### src/rtl/bmap_pkg.sv
// Package: bmap_pkg
// Shared sizing helpers for the parallel bank address mapper.
// Assumes: engine counts and window lengths are positive.
package bmap_pkg;

    // Width needed to hold values 0..n-1, never less than one bit.
    function automatic int unsigned idx_width(input int unsigned n);
        int unsigned w;
        w = 1;
        while ((1 << w) < n) w++;
        return w;
    endfunction

endpackage

### src/rtl/bmap_lane_div.sv
// Module: bmap_lane_div
// Splits one interleaved address into a bank (quotient by WIN_LEN) and a
// row (remainder). It uses binary long division: one compare-subtract
// stage per bank bit, against WIN_LEN scaled by that bit's weight.
// Assumes: addr < (2**BANK_W)*WIN_LEN. The result is combinational.
module bmap_lane_div #(
    parameter int unsigned ADDR_W  = 12,
    parameter int unsigned WIN_LEN = 300,
    parameter int unsigned BANK_W  = 3,
    parameter int unsigned ROW_W   = 9
) (
    input  logic [ADDR_W-1:0] addr,
    output logic [BANK_W-1:0] bank,
    output logic [ROW_W-1:0]  row
);

    // rem[b+1] enters stage b; rem[BANK_W] is the raw address.
    logic [ADDR_W-1:0] rem [BANK_W+1];

    assign rem[BANK_W] = addr;

    // One compare-subtract stage per quotient bit, most significant first.
    for (genvar b = BANK_W - 1; b >= 0; b--) begin : g_stage
        localparam logic [ADDR_W-1:0] STEP = ADDR_W'(WIN_LEN * (2 ** b));
        assign bank[b] = (rem[b+1] >= STEP);
        assign rem[b]  = bank[b] ? (rem[b+1] - STEP) : rem[b+1];
    end

    assign row = rem[0][ROW_W-1:0];

    // Residue must land inside one window.
    always_comb begin
        p_residue_range_r2: assert (rem[0] < ADDR_W'(WIN_LEN))
            else $error("residue %0d not below window length", rem[0]);
    end

endmodule

### src/rtl/bmap_contention.sv
// Module: bmap_contention
// Checks one step of lane results for access contention. It flags
// a shared bank between any pair of lanes, or any lane whose row
// differs from lane 0's row.
// Assumes: inputs are already resolved bank/row pairs; purely combinational.
module bmap_contention #(
    parameter int unsigned NUM_ENG = 8,
    parameter int unsigned BANK_W  = 3,
    parameter int unsigned ROW_W   = 9
) (
    input  logic [NUM_ENG-1:0][BANK_W-1:0] bank,
    input  logic [NUM_ENG-1:0][ROW_W-1:0]  row,
    output logic                           clash
);

    logic bank_hit;
    logic row_miss;

    // Pairwise search for two lanes landing in one bank.
    always_comb begin
        bank_hit = 1'b0;
        for (int i = 0; i < NUM_ENG; i++) begin
            for (int j = i + 1; j < NUM_ENG; j++) begin
                if (bank[i] == bank[j]) bank_hit = 1'b1;
            end
        end
    end

    // Any lane whose row departs from lane 0 breaks the lock-step pattern.
    always_comb begin
        row_miss = 1'b0;
        for (int k = 1; k < NUM_ENG; k++) begin
            if (row[k] != row[0]) row_miss = 1'b1;
        end
    end

    assign clash = bank_hit | row_miss;

endmodule

### src/rtl/bmap_parallel_mapper.sv
// Module: bmap_parallel_mapper
// Top of the parallel interleaver bank address mapper. Each cycle with
// in_valid high, the NUM_ENG lane addresses are turned into bank/row
// pairs and checked for contention. The results are registered, so
// they appear one clock later with out_valid.
// Assumes: NUM_ENG is a power of two (2, 4 or 8); every lane address is
// below NUM_ENG*WIN_LEN; in_valid is low while rst_n is low.
module bmap_parallel_mapper
    import bmap_pkg::*;
#(
    parameter int unsigned NUM_ENG = 8,
    parameter int unsigned WIN_LEN = 300,
    parameter int unsigned ADDR_W  = idx_width(NUM_ENG * WIN_LEN),
    parameter int unsigned BANK_W  = idx_width(NUM_ENG),
    parameter int unsigned ROW_W   = idx_width(WIN_LEN)
) (
    input  logic                       clk,
    input  logic                       rst_n,
    input  logic                       in_valid,
    input  logic [NUM_ENG*ADDR_W-1:0]  in_addr,
    output logic                       out_valid,
    output logic [NUM_ENG*BANK_W-1:0]  out_bank,
    output logic [NUM_ENG*ROW_W-1:0]   out_row,
    output logic                       out_conflict
);

    localparam int unsigned BLK_LEN = NUM_ENG * WIN_LEN;

    logic [NUM_ENG-1:0][BANK_W-1:0] bank_d;
    logic [NUM_ENG-1:0][ROW_W-1:0]  row_d;
    logic                           clash_d;

    logic [NUM_ENG-1:0][BANK_W-1:0] bank_q;
    logic [NUM_ENG-1:0][ROW_W-1:0]  row_q;

    // One divider per engine lane.
    for (genvar k = 0; k < NUM_ENG; k++) begin : g_lane
        bmap_lane_div #(
            .ADDR_W  (ADDR_W),
            .WIN_LEN (WIN_LEN),
            .BANK_W  (BANK_W),
            .ROW_W   (ROW_W)
        ) u_div (
            .addr (in_addr[k*ADDR_W +: ADDR_W]),
            .bank (bank_d[k]),
            .row  (row_d[k])
        );
    end

    bmap_contention #(
        .NUM_ENG (NUM_ENG),
        .BANK_W  (BANK_W),
        .ROW_W   (ROW_W)
    ) u_contention (
        .bank  (bank_d),
        .row   (row_d),
        .clash (clash_d)
    );

    // Valid strobe pipeline: one register stage.
    always_ff @(posedge clk) begin
        if (!rst_n) out_valid <= 1'b0;
        else        out_valid <= in_valid;
    end

    // Result registers: load on a valid step, hold otherwise.
    always_ff @(posedge clk) begin
        if (!rst_n) begin
            bank_q       <= '0;
            row_q        <= '0;
            out_conflict <= 1'b0;
        end else if (in_valid) begin
            bank_q       <= bank_d;
            row_q        <= row_d;
            out_conflict <= clash_d;
        end
    end

    assign out_bank = bank_q;
    assign out_row  = row_q;

    // ---------------- assertions ----------------

    // Set of banks touched by the registered results.
    logic [NUM_ENG-1:0] bank_seen;
    always_comb begin
        bank_seen = '0;
        for (int k = 0; k < NUM_ENG; k++) bank_seen[bank_q[k]] = 1'b1;
    end

    p_valid_follows_r3: assert property (@(posedge clk) disable iff (!rst_n)
        in_valid |=> out_valid);

    p_valid_drops_r3: assert property (@(posedge clk) disable iff (!rst_n)
        !in_valid |=> !out_valid);

    p_hold_idle_r4: assert property (@(posedge clk) disable iff (!rst_n)
        !in_valid |=> ($stable(out_bank) && $stable(out_row) && $stable(out_conflict)));

    p_distinct_banks_r7: assert property (@(posedge clk) disable iff (!rst_n)
        (out_valid && !out_conflict) |-> ($countones(bank_seen) == NUM_ENG));

    // Addresses beyond the block break the divider's contract.
    p_addr_in_block_r1: assert property (@(posedge clk) disable iff (!rst_n)
        in_valid |-> (in_addr[ADDR_W-1:0] < ADDR_W'(BLK_LEN)));

endmodule

### config.mk
export PLATFORM = sky130hd
export DESIGN_NAME = bmap_parallel_mapper
export DESIGN_NICKNAME = d
export VERILOG_FILES = /design/src/rtl/bmap_pkg.sv /design/src/rtl/bmap_lane_div.sv /design/src/rtl/bmap_contention.sv /design/src/rtl/bmap_parallel_mapper.sv
export SDC_FILE = /design/constraint.sdc
export NUM_CORES = 1
export LEC_CHECK = 0
export CELL_PAD_IN_SITES_DETAIL_PLACEMENT = 2
export CELL_PAD_IN_SITES_GLOBAL_PLACEMENT = 2
export CORE_UTILIZATION = 38
export DETAILED_ROUTE_END_ITERATION = 10
export DONT_BUFFER_PORTS = 1
export GPL_ROUTABILITY_DRIVEN = 0
export PLACE_DENSITY = 0.82
export SLEW_MARGIN = 30
export SYNTH_ARGS = -nofsm -noshare
export SYNTH_HDL_FRONTEND = slang
export SYNTH_SLANG_ARGS = --single-unit
### constraint.sdc
create_clock -name clk -period 10.45 [get_ports clk]
set_clock_uncertainty 0.2 [all_clocks]
set_input_delay 3.135 -clock clk [delete_from_list [all_inputs] [get_ports clk]]
set_output_delay 3.135 -clock clk [all_outputs]
set_load 0.03 [all_outputs]
==> results of run 1 <==
-- flip-flops by register name, summed over array words and instances, names as in the netlist --
signal and flops:
out_conflict 1, out_row 72, out_bank 24, out_valid 1
-- final cells by class --
class                      count  share of cell area
clock buffer                  10              0.0183
timing repair buffer          12             0.00719
sequential                    98               0.157
clock inverter                 6             0.00899
inverter                      44              0.0133
tap                          396              0.0396
multi-input combinational   1382               0.756
-- cells in the final DEF, fill, tap and decap left out, types with 9 or more instances in the layout --
master / instances
ha_1: 24
nor2_1: 211
inv_1: 43
nor2b_1: 24
a21o_1: 18
o31a_1: 15
nor3_1: 44
a31oi_1: 22
o21a_1: 17
and2_1: 20
nor4_1: 13
nand2_1: 94
a21oi_1: 80
o21ai_1: 19
a31o_2: 9
o22ai_1: 12
mux2i_1: 71
nand2b_1: 13
a32oi_1: 9
or4_1: 9
o21ai_0: 65
a22oi_1: 10
xor2_1: 32
a32o_1: 9
nand4_1: 20
or3_1: 14
nand3_1: 37
a221oi_1: 10
o21bai_1: 9
a211oi_1: 78
xnor2_1: 101
clkbuf_16: 9
o211ai_1: 20
o31ai_1: 21
dfxtp_1: 98
or2_2: 11
and3_1: 14
buf_4: 12
-- through the flow --
step                      cell area, um2  setup WS (ns)  instances  hold WS, ns  utilization
after floorplan                    12000           1.98       1617        0.395            -
after detailed placement           12200          0.722       1932        0.427        0.395
final                              12500          0.803       1948        0.434        0.406
after global routing               12500          0.420       1948        0.460        0.406
after global placement             12200           1.26       1932        0.422        0.394
after CTS                          12500           1.03       1948        0.437        0.406
-- critical path: cells and delay by family --
kind,cells,cell delay (ns)
XOR/XNOR,1,0.27
AND/OR/NAND/NOR,7,1.96
adder cells (fa/ha/maj),3,0.85
buffers and inverters,1,0.21
AO/OA/AOI/OAI,10,3.27
-- final timing paths --
kind | from | to
setup / recovery | in_addr[52] | out_conflict
hold / removal | out_bank[10] | out_bank[10]
setup reg to reg | out_bank[12] | out_bank[12]
hold reg to reg | out_bank[10] | out_bank[10]
-- logic make-up (layout without fill, tap and decap cells) --
| logic type | Yosys count | in the layout |
|---|---|---|
| compound gates | 561 | 561 |
| xor+xnor | 138 | 138 |
| fa+ha+maj | 24 | 24 |
| buf+inv | 137 | 72 |
| flops | 98 | 98 |
| mux | 80 | 80 |
| simple gates | 579 | 579 |
-- layer usage --
layer / share of wire / vias to the layer above
met5: 0 / -
met4: 0.033 / 0
met3: 0.072 / 102
met2: 0.47 / 437
met1: 0.43 / 6620
li1: - / 6008
-- report_power, final --
| part | total (mW) | switching, mW | internal, mW |
|---|---|---|---|
| logic | 1.13 | 0.735 | 0.392 |
| registers | 0.563 | 0.142 | 0.421 |
| clock network | 0.411 | 0.176 | 0.235 |
==> impl_metrics.env, run 1 <==
export IMPL_timing_final_crit_share=0.923
export IMPL_die_y_um=180
export IMPL_totalWireLength_um=52200
export IMPL_yosys_area_share_simple=0.243
export IMPL_worstPathArrival_ns=9.71
export IMPL_multiInputGateArea_um2=9470
export IMPL_synth_flop_cell="dfxtp_1"
export IMPL_start_util=0.389
export IMPL_critical_path_cell_chain="ha_1 -> o21ai_1 -> a32o_1 -> or2_0 -> ha_1 -> nor4b_1 -> nand3_1 -> o21ai_1 -> o21ai_1 -> buf_4 -> xnor2_1 -> ha_1 -> nor2_1 -> a31o_1 -> a311oi_1 -> a21oi_1 -> o21ai_0 -> a31oi_1 -> nand3b_1 -> or4b_1 -> nor4_1 -> a31oi_1"
export IMPL_globalRouteTotalUtil=0.316
export IMPL_worstPathMaxFanout=10
export IMPL_cpMaxStageDelayCell="o21ai_0"
export IMPL_clkLatencyLatePin_ns=0.38
export IMPL_fmax_ghz=0.104
export IMPL_yosysMostFrequentCell="nor2_1"
export IMPL_antenna_found_initial=0
export IMPL_cap_viol_max_count=0
export IMPL_post_drt_wl_per_cell_um=26.8
export IMPL_grt_overflow=0
export IMPL_postCtsSetupRepairBufs=0
export IMPL_postSynthCellCount=1617
export IMPL_muxShareOfSynthArea=0.0677
export IMPL_finalPower_mw=2.10
export IMPL_required_ns=10.51
export IMPL_drive_gt1_frac=0.0664
export IMPL_regToRegSetupSlack_ns=9.14
export IMPL_via_count=13167
export IMPL_core_area_um2=30800
export IMPL_synth_common_cells="211 x nor2_1, 102 x xnor2_1, 98 x dfxtp_1"
export IMPL_clock_sinks=98
export IMPL_worst_setup_path_type="in2reg"
export IMPL_cts_hold_buf=0
export IMPL_ff_latch_area_um2=1960
export IMPL_syn2layout_area_growth_pct=4.37
export IMPL_grt_max_degree=146
export IMPL_die_area_um2=32300
export IMPL_relSlewSlack=0.350
export IMPL_worstSetupEndpointType="register"
export IMPL_antenna_left=0
export IMPL_layout_nets=1670
export IMPL_hold_violations=0
export IMPL_via_per_inst=6.76
export IMPL_antenna_cells=0
export IMPL_cts_resized=0
export IMPL_cts_tree="yes"
export IMPL_yosysTopAreaCellShare=0.164
export IMPL_violations="DRC"
export IMPL_grt_first_pass_wirelength_um=81400
export IMPL_drt_iter0_drc=912
export IMPL_powerDensity_nw_per_um2=168
export IMPL_cts_buffer_depth=2
export IMPL_synthTopCellsByArea="dfxtp_1 16%, xnor2_1 7.4%, nor2_1 6.6%"
export IMPL_rsz0062_at_grt="false"
export IMPL_p_leak_nw=4.51
export IMPL_grtUsageMet1=0.392
export IMPL_hpwlAfterDp_um=39700
export IMPL_synth_edf_count=0
export IMPL_ff2ff_path_depth=2
export IMPL_seq_area_frac_synth=0.164
export IMPL_yosysWarningCount=0
export IMPL_use_met2=0.537
export IMPL_synth_area_leader_cell="dfxtp_1"
export IMPL_portBuffers=0
export IMPL_cts_made_buffers=9
export IMPL_finalCriticalPeriod_ns=9.65
export IMPL_first_global_vias=13713
export IMPL_row_count=64
export IMPL_pin_count=197
export IMPL_firstDrtPassIters=10
export IMPL_fp_dieW_um=180
export IMPL_cts_max_level=3
export IMPL_clkTransAtPathRegs_ns=0.07
export IMPL_synth_fa_ha_area_frac=0.0250
export IMPL_setup_tns_ns=0
export IMPL_vdd_drop_max_uv=92.1
export IMPL_hp_class="reg2reg"
export IMPL_synth_compound_area_frac=0.348
export IMPL_slew_viol_final=0
export IMPL_setup_viol=0
export IMPL_synth_async_reset_ratio=0
export IMPL_avgSynthCellArea_um2=7.42
export IMPL_drc=9
export IMPL_cts_root_buf="clkbuf_16"
export IMPL_grtUsageMet3=0.0737
export IMPL_synth_top_family_by_area="compound AO/OA/AOI/OAI gates"
export IMPL_ys_seq_elements=98
export IMPL_fill_cells=3649
export IMPL_cp_start_kind="input pin"
export IMPL_whs_path_depth=2
export IMPL_synth_area_um2=12000
export IMPL_slowest_delay_ns=0.72
export IMPL_synth_xor_area_frac=0.104
export IMPL_synth_nets=1740
export IMPL_grt_busiest_layer="met2"
export IMPL_status="finished, violations left"
export IMPL_yosysUniqueCellTypes=110
export IMPL_worstMarginPinSlew_ns=0.969
No activity file was read; power rests on OpenSTA's default activity.
==> run 2, diff against run 1 <==
Clock period 10.45 ns to 9.2 ns, I/O delays scaled along.
==> impl_metrics.env, run 2 (synthesis gave the netlist of run 1 again) <==
export IMPL_finalCriticalPeriod_ns=8.78
export IMPL_die_area_um2=32300
export IMPL_finalPower_mw=2.32
export IMPL_timing_final_crit_share=0.954
export IMPL_layout_nets=1686
export IMPL_globalRouteTotalUtil=0.310
export IMPL_clock_sinks=98
export IMPL_fp_dieW_um=180
export IMPL_cap_viol_max_count=0
export IMPL_worstPathMaxFanout=10
export IMPL_cpMaxStageDelayCell="o21ai_1"
export IMPL_grt_max_degree=146
export IMPL_largest_register_ffs=72
export IMPL_regToRegSetupSlack_ns=7.75
export IMPL_antenna_found_initial=2
export IMPL_worstMarginPinSlew_ns=0.903
export IMPL_place_area_um2=12300
export IMPL_design_area_um2=12600
export IMPL_powerDensity_nw_per_um2=184
export IMPL_grt_first_pass_wirelength_um=79600
export IMPL_cts_tree="yes"
export IMPL_vdd_drop_max_uv=111
export IMPL_power_net_switching_mw=1.17
export IMPL_cts_root_buf="clkbuf_16"
export IMPL_firstDrtPassIters=8
export IMPL_dp_cells=1947
export IMPL_totalWireLength_um=51000
export IMPL_worstPathArrival_ns=8.84
export IMPL_worst_setup_path_type="in2reg"
export IMPL_p_leak_nw=4.55
export IMPL_cts_buffer_depth=2
export IMPL_post_drt_wl_per_cell_um=26.0
export IMPL_switching_share=0.506
export IMPL_core_area_um2=30800
export IMPL_via_per_inst=6.68
export IMPL_rsz0062_at_grt="false"
export IMPL_start_util=0.389
export IMPL_internal_power_mw=1.15
export IMPL_fmax_ghz=0.114
export IMPL_drc=12
export IMPL_final_common_cell="nor2_1"
export IMPL_slowest_delay_ns=0.55
export IMPL_first_global_vias=13576
export IMPL_setup_viol=0
export IMPL_violations="DRC"
export IMPL_status="finished, violations left"
export IMPL_setup_tns_ns=0
export IMPL_power_frac_comb=0.557
export IMPL_hpwlAfterDp_um=40100
export IMPL_instances_no_fill=1964
export IMPL_antenna_left=0
export IMPL_worstSetupEndpointType="register"
export IMPL_drive_gt1_frac=0.0746
export IMPL_cts_max_level=3
export IMPL_drt_iter0_drc=764
export IMPL_hp_class="reg2reg"
export IMPL_clkLatencyLatePin_ns=0.38
export IMPL_syn2layout_area_growth_pct=4.88
export IMPL_cp_start_kind="input pin"
export IMPL_relSlewSlack=0.383
export IMPL_required_ns=9.26
export IMPL_portBuffers=0
export IMPL_p_clk_frac=0.168
export IMPL_antenna_cells=0
export IMPL_via_count=13114
export IMPL_row_count=64
export IMPL_pwr_share_seq=0.275
export IMPL_clkTransAtPathRegs_ns=0.07
export IMPL_grt_overflow=0
export IMPL_slew_viol_final=0
export IMPL_timing_hold_ws_ns=0.439
export IMPL_pin_count=197
export IMPL_final_cell_mix="211 x nor2_1, 102 x xnor2_1, 98 x dfxtp_1"
export IMPL_cts_made_buffers=9
export IMPL_fill_cells=3614
export IMPL_hold_violations=0
export IMPL_die_y_um=180
export IMPL_critical_path_cell_chain="ha_1 -> o21ai_1 -> a32o_1 -> or2_0 -> ha_1 -> nor4b_1 -> nand3_1 -> o21ai_1 -> o21ai_1 -> xnor2_1 -> ha_1 -> nor2_1 -> a31o_1 -> a311oi_1 -> a21oi_1 -> or2_2 -> a211oi_1 -> a32o_1 -> nand4_1 -> or4_1 -> nor4_1 -> a31oi_1"
export IMPL_cts_hold_buf=0
==> run 2: changes by cell type in the layout (fill, tap and decap cells not counted), moves of 2 or more <==
cell and change:
buf_4 +14, buf_6 +2, bufinv_16 -3, clkbuf_8 +2, clkinvlp_4 +2, o21ai_1 +2
==> run 2: final timing paths <==
| check | startpoint | end | depth (start not counted) |
|---|---|---|---|
| hold / removal | out_row[6] | out_row[6] | 2 |
| setup / recovery | in_addr[52] | out_conflict | 22 |
| hold reg to reg | out_row[6] | out_row[6] | 2 |
| setup reg to reg | out_row[3] | out_row[3] | 2 |
==> run 2: repair_timing <==
| item | in CTS | in global routing |
|---|---|---|
| endpoints found under the hold margin | 0 | 0 |
| setup endpoints to repair | 0 | 1 |
| buffers inserted | 0 | 0 |
| gates resized for setup | 0 | 1 |
==> run 2: critical path: cells and delay by family <==
family | cells | cell delay (ns)
simple gates | 8 | 2.18
fa+ha+maj | 3 | 0.82
xor+xnor | 1 | 0.27
compound gates | 10 | 2.78
==> run 2: layout make-up <==
type / instances / area [um2] / share of cell area
flip-flops and latches: 98 / 1960 / 0.156
well taps: 396 / 495 / 0.0394
clock inverters: 5 / 37.5 / 0.00298
multi-input cells: 1382 / 9450 / 0.751
repair buffers: 28 / 218 / 0.0173
inverters: 44 / 166 / 0.0132
clock buffers: 11 / 253 / 0.0201
==> run 2: stage by stage <==
stage / setup WS, ns / util
2_1_floorplan: 1.11 / -
3_3_place_gp: 0.577 / 0.398
3_5_place_dp: 0.135 / 0.398
4_1_cts: 0.543 / 0.408
5_1_grt: 0.0944 / 0.408
6_report: 0.420 / 0.408
==> run 2: metal layers <==
metal / global-route usage / share of wire / vias to the layer above
li1: - / - / 6040
met1: 0.386 / 0.43 / 6565
met2: 0.509 / 0.46 / 399
met3: 0.0733 / 0.068 / 110
met4: 0.133 / 0.041 / 0
met5: 0 / 0 / -
==> run 2: power groups by stage <==
stage	clock network [mW]	logic, mW	registers [mW]
final	0.389	1.29	0.638
after global routing	0.411	1.38	0.643
after CTS	0.399	1.27	0.639
after detailed placement	0	1.26	0.648
after global placement	0	1.20	0.647
after floorplan	0	0.906	0.620
